[src/rtl/epc_mode_pkg.sv]
package epc_mode_pkg;
  typedef enum logic [1:0] {
    SRC_HOLD = 2'd0,
    SRC_SW   = 2'd1,
    SRC_CAP  = 2'd2
  } epc_src_e;
endpackage

[src/rtl/epc_wr_sel.sv]
module epc_wr_sel
  import epc_mode_pkg::*;
#(
  parameter int W = 32
) (
  input  logic         cap_valid_i,
  input  logic [W-1:0] cap_pc_i,
  input  logic         cap_mode_i,
  input  logic         sw_we_i,
  input  logic [W-1:0] sw_wdata_i,
  input  logic [W-1:0] cur_i,
  output epc_src_e     src_o,
  output logic [W-1:0] next_o
);
  always_comb begin
    if (cap_valid_i)  src_o = SRC_CAP;   // hardware capture has priority
    else if (sw_we_i) src_o = SRC_SW;
    else              src_o = SRC_HOLD;
  end

  always_comb begin
    unique case (src_o)
      SRC_CAP: next_o = {cap_pc_i[W-1:1], cap_mode_i};
      SRC_SW:  next_o = sw_wdata_i;
      default: next_o = cur_i;
    endcase
  end

  always_comb begin
    assert_prio_R7: assert (!(cap_valid_i && sw_we_i) || src_o == SRC_CAP);
  end
endmodule

[src/rtl/epc_split.sv]
module epc_split #(
  parameter int W = 32
) (
  input  logic [W-1:0] word_i,
  output logic [W-1:0] pc_o,
  output logic         mode_o
);
  assign pc_o   = {word_i[W-1:1], 1'b0};
  assign mode_o = word_i[0];

  always_comb begin
    assert_pc_even_R3: assert (pc_o[0] == 1'b0);
  end
endmodule

[src/rtl/epc_mode_reg.sv]
module epc_mode_reg
  import epc_mode_pkg::*;
#(
  parameter int W = 32
) (
  input  logic         clk_i,
  input  logic         rst_ni,
  input  logic         cap_valid_i,
  input  logic [W-1:0] cap_pc_i,
  input  logic         cap_mode_i,
  input  logic         sw_we_i,
  input  logic [W-1:0] sw_wdata_i,
  output logic [W-1:0] sw_rdata_o,
  output logic [W-1:0] rst_pc_o,
  output logic         rst_mode_o
);
  logic [W-1:0] epc_q, epc_d;
  epc_src_e     src;

  epc_wr_sel #(.W(W)) u_sel (
    .cap_valid_i(cap_valid_i), .cap_pc_i(cap_pc_i), .cap_mode_i(cap_mode_i),
    .sw_we_i(sw_we_i), .sw_wdata_i(sw_wdata_i), .cur_i(epc_q),
    .src_o(src), .next_o(epc_d)
  );

  // reset value is architecturally undefined; zero for determinism
  always_ff @(posedge clk_i or negedge rst_ni) begin
    if (!rst_ni) epc_q <= '0;
    else         epc_q <= epc_d;
  end

  assign sw_rdata_o = epc_q;

  epc_split #(.W(W)) u_split (
    .word_i(epc_q), .pc_o(rst_pc_o), .mode_o(rst_mode_o)
  );

  assert_cap_R2: assert property (@(posedge clk_i) disable iff (!rst_ni)
    cap_valid_i |=> sw_rdata_o == {$past(cap_pc_i[W-1:1]), $past(cap_mode_i)});
  assert_sw_R6: assert property (@(posedge clk_i) disable iff (!rst_ni)
    (sw_we_i && !cap_valid_i) |=> sw_rdata_o == $past(sw_wdata_i));
  assert_hold_R8: assert property (@(posedge clk_i) disable iff (!rst_ni)
    (!sw_we_i && !cap_valid_i) |=> $stable(sw_rdata_o));
  assert_mode_R4: assert property (@(posedge clk_i) disable iff (!rst_ni)
    rst_mode_o == sw_rdata_o[0]);
  assert_pc_R3: assert property (@(posedge clk_i) disable iff (!rst_ni)
    rst_pc_o[W-1:1] == sw_rdata_o[W-1:1]);
endmodule

[config.mk]
export PLATFORM = sky130hd
export DESIGN_NAME = epc_mode_reg
export DESIGN_NICKNAME = d
export VERILOG_FILES = /design/src/rtl/epc_mode_pkg.sv /design/src/rtl/epc_wr_sel.sv /design/src/rtl/epc_split.sv /design/src/rtl/epc_mode_reg.sv
export SDC_FILE = /design/constraint.sdc
export NUM_CORES = 1
export LEC_CHECK = 0
export ABC_AREA = 1
export BUFFER_PORTS_ARGS = -buffer_cell sky130_fd_sc_hd__buf_2
export CORE_MARGIN = 4
export CORE_UTILIZATION = 40
export DETAILED_ROUTE_END_ITERATION = 12
export PLACE_DENSITY = 0.76
export SKIP_LAST_GASP = 1
export SYNTH_ARGS = -nofsm -noshare
export SYNTH_HDL_FRONTEND = slang
export SYNTH_HIERARCHICAL = 1
export SYNTH_SLANG_ARGS = --single-unit
[constraint.sdc]
create_clock -name clk_i -period 0.8 [get_ports clk_i]
set_clock_uncertainty 0.1 [all_clocks]
set_input_delay 0.16 -clock clk_i [delete_from_list [all_inputs] [get_ports clk_i]]
set_output_delay 0.16 -clock clk_i [all_outputs]
set_load 0.03 [all_outputs]
==> metrics.md <==
| Metric | Value |
|---|---|
| Status | finished, violations left |
| Failing checks | hold timing, setup timing |
| Gr ovfl total | 0 |
| Seq. cell area | around 840 sq um |
| Vias per cell | a little under 5 |
| Power Density | 1860 mW/mm^2 |
| Hold WS | -0.00463 ns |
| Routed WL | around 5.5 mm |
| CP Buf/Inv Count | 1 |
| Cell Area, Placed | 0.00228 sq mm |
| Final setup margin | -0.330 ns |
| Commonest non-fill, non-tap cell in the layout | buf_2 |
| DRC Markers | 0 |
| Die Y | 74.3 um |
| Post-DRT Antenna Nets | 0 |
| Detailed Route Iter0 Violations | 53 |
| Max-slew violation count | 0 |
| CP Launch Type | flip-flop |
| Worst EP arrival | 0.87 ns |
| Slowest-stage cell, CP | dfrtp_2 |
| Largest net degree at the start of global routing | 33 |
| Max FFs per register | 32 |
| P_leak | 1.41 nW |
| Initial Util | 0.428 |
| Root buffer cell | clkbuf_8 |
| ANT cells | 0 |
| Hold Crit Class | in -> reg |
| Clock Sinks | 32 |
| Fmax | 0.885 GHz |
| FILL cells | 327 |
| Largest stage delay on the critical path | 0.42 ns |
| Crit path capture type | primary output |
| Tmin final | 1.13 ns |
| Crit share post-route | 1.41 |
| Design area | 0.00276 sq mm |
| CTS buffer count | 5 |
| Syn nets | around 280 |
| GRT Util Overall | 0.182 |
| Synth Cell Area | ~0.0018 sq mm |
| Final hold viol count | 7 |
| CTS tree | yes |
| Synth warnings | 6 |
| Layout cells sized above 1 | 0.597 |
| Io pins | 134 |
| Worst-path cell chain | buf_4 |
| Most frequent cells in the layout | buf_2 (67), nand3_1 (63), nand2_1 (60), buf_6 (48), dfrtp_2 (32) |
| IR drop worst, VDD | 0.00117 V |
| Die width | between 70 and 80 um |
| Cells after Synth | 210 |
| Cell row count | 23 |
| Routed len/inst | 15.1 um |
| Final setup fails | 68 |
| Initial antenna violation count | 0 |
| RePlAce Congestion | 0.710 |
| Number of hold buffers added after CTS | 1 |
| First-pass GRT wire length | around 7.7 mm |
| DRT Pass-1 Iters | 4 |
| Critical Path RT | 0.54 ns |
| Routed vias | 1795 |
| CTS max path bufs | 2 |
| Die area | 0.00553 sq mm |
| Multi-input gate area | 599 sq um |
| Post-layout nets | 383 |
| Critical path fanouts, max | 3 |
| Later-pin clock latency in the skew report | about 0.28 ns |
| Buffers on Ports | 131 |
| Max-cap violations | 0 |
| Final HPWL DP | about 3.6 mm |
| Layout overhead on the synthesized area | 56.5% |
| CP delay by family, top | flip-flops |
| Critical path type | reg -> out |
| RSZ-0062 raised after global routing | yes |
| Area of the core | 0.00412 sq mm |
| H-tree lvl count | 2 |
| CTS clk-pin slew, worst paths | 0.06 ns |
| Syn avg cell area | 8.38 sq um |
| Vias in the first global route | between 1500 and 2000 |
-- final cells by class --
class	instances	share of cell area
clock buffers	8	0.0327
well taps	50	0.0227
inverters	1	0.00136
flip-flops and latches	32	0.305
repair buffers	144	0.421
multi-input cells	130	0.218
-- final timing paths --
path                                      from        endpoint  slack [ns]  cells past startpoint
worst min register to register   sw_rdata_o[6]   sw_rdata_o[6]        0.41                      2
worst min-delay path               cap_pc_i[1]   sw_rdata_o[1]      -0.005                      3
max in group asynchronous               rst_ni  sw_rdata_o[26]        0.13                      3
worst max-delay path            sw_rdata_o[26]  sw_rdata_o[26]       -0.33                      1
worst max register to register  sw_rdata_o[12]  sw_rdata_o[12]       -0.12                      3
min in group asynchronous               rst_ni  sw_rdata_o[17]        0.28                      3
-- worst min-delay path, stage by stage --
cell,delay [ns]
buf_2,0.07
nand2_1,0.04
nand3_1,0.06
-- metrics by stage --
stage / utilization / setup TNS (ns) / cells / worst slack [ns] / total power, mW
after global routing: 0.670 / -22.20 / 365 / -0.358 / 5.37
after detailed placement: 0.553 / -5.74 / 353 / -0.149 / 3.47
after floorplan: - / -3.63 / 210 / -0.0855 / 3.24
after global placement: 0.553 / -5.22 / 353 / -0.133 / 3.45
after CTS: 0.632 / -20.85 / 363 / -0.331 / 5.00
final: 0.670 / -20.21 / 365 / -0.330 / 5.13
-- power breakdown --
group | leakage (nW) | switching (mW) | internal (mW)
sequential | 0.352 | 0.176 | 1.80
combinational | 1.01 | 1.07 | 0.821
clock | 0.0455 | 0.560 | 0.701
total | 1.41 | 1.81 | 3.32
-- metal layers --
metal | GRT usage | up-vias | wire, um
met3 | 0.0432 | 13 | 517
met5 | 0 | - | 0
met1 | 0.179 | 824 | 1850
met4 | 0.0652 | 0 | 146
li1 | - | 858 | -
met2 | 0.365 | 100 | 3010
-- what timing repair did --
| action | in CTS | in global routing |
|---|---|---|
| setup endpoints to repair | 64 | 75 |
| setup buffers | 1 | 2 |
| endpoints found under the hold margin | 52 | 3 |
| resized for setup | 76 | 51 |
| pin swaps | 0 | 8 |
No activity file was read; power rests on OpenSTA's default activity.
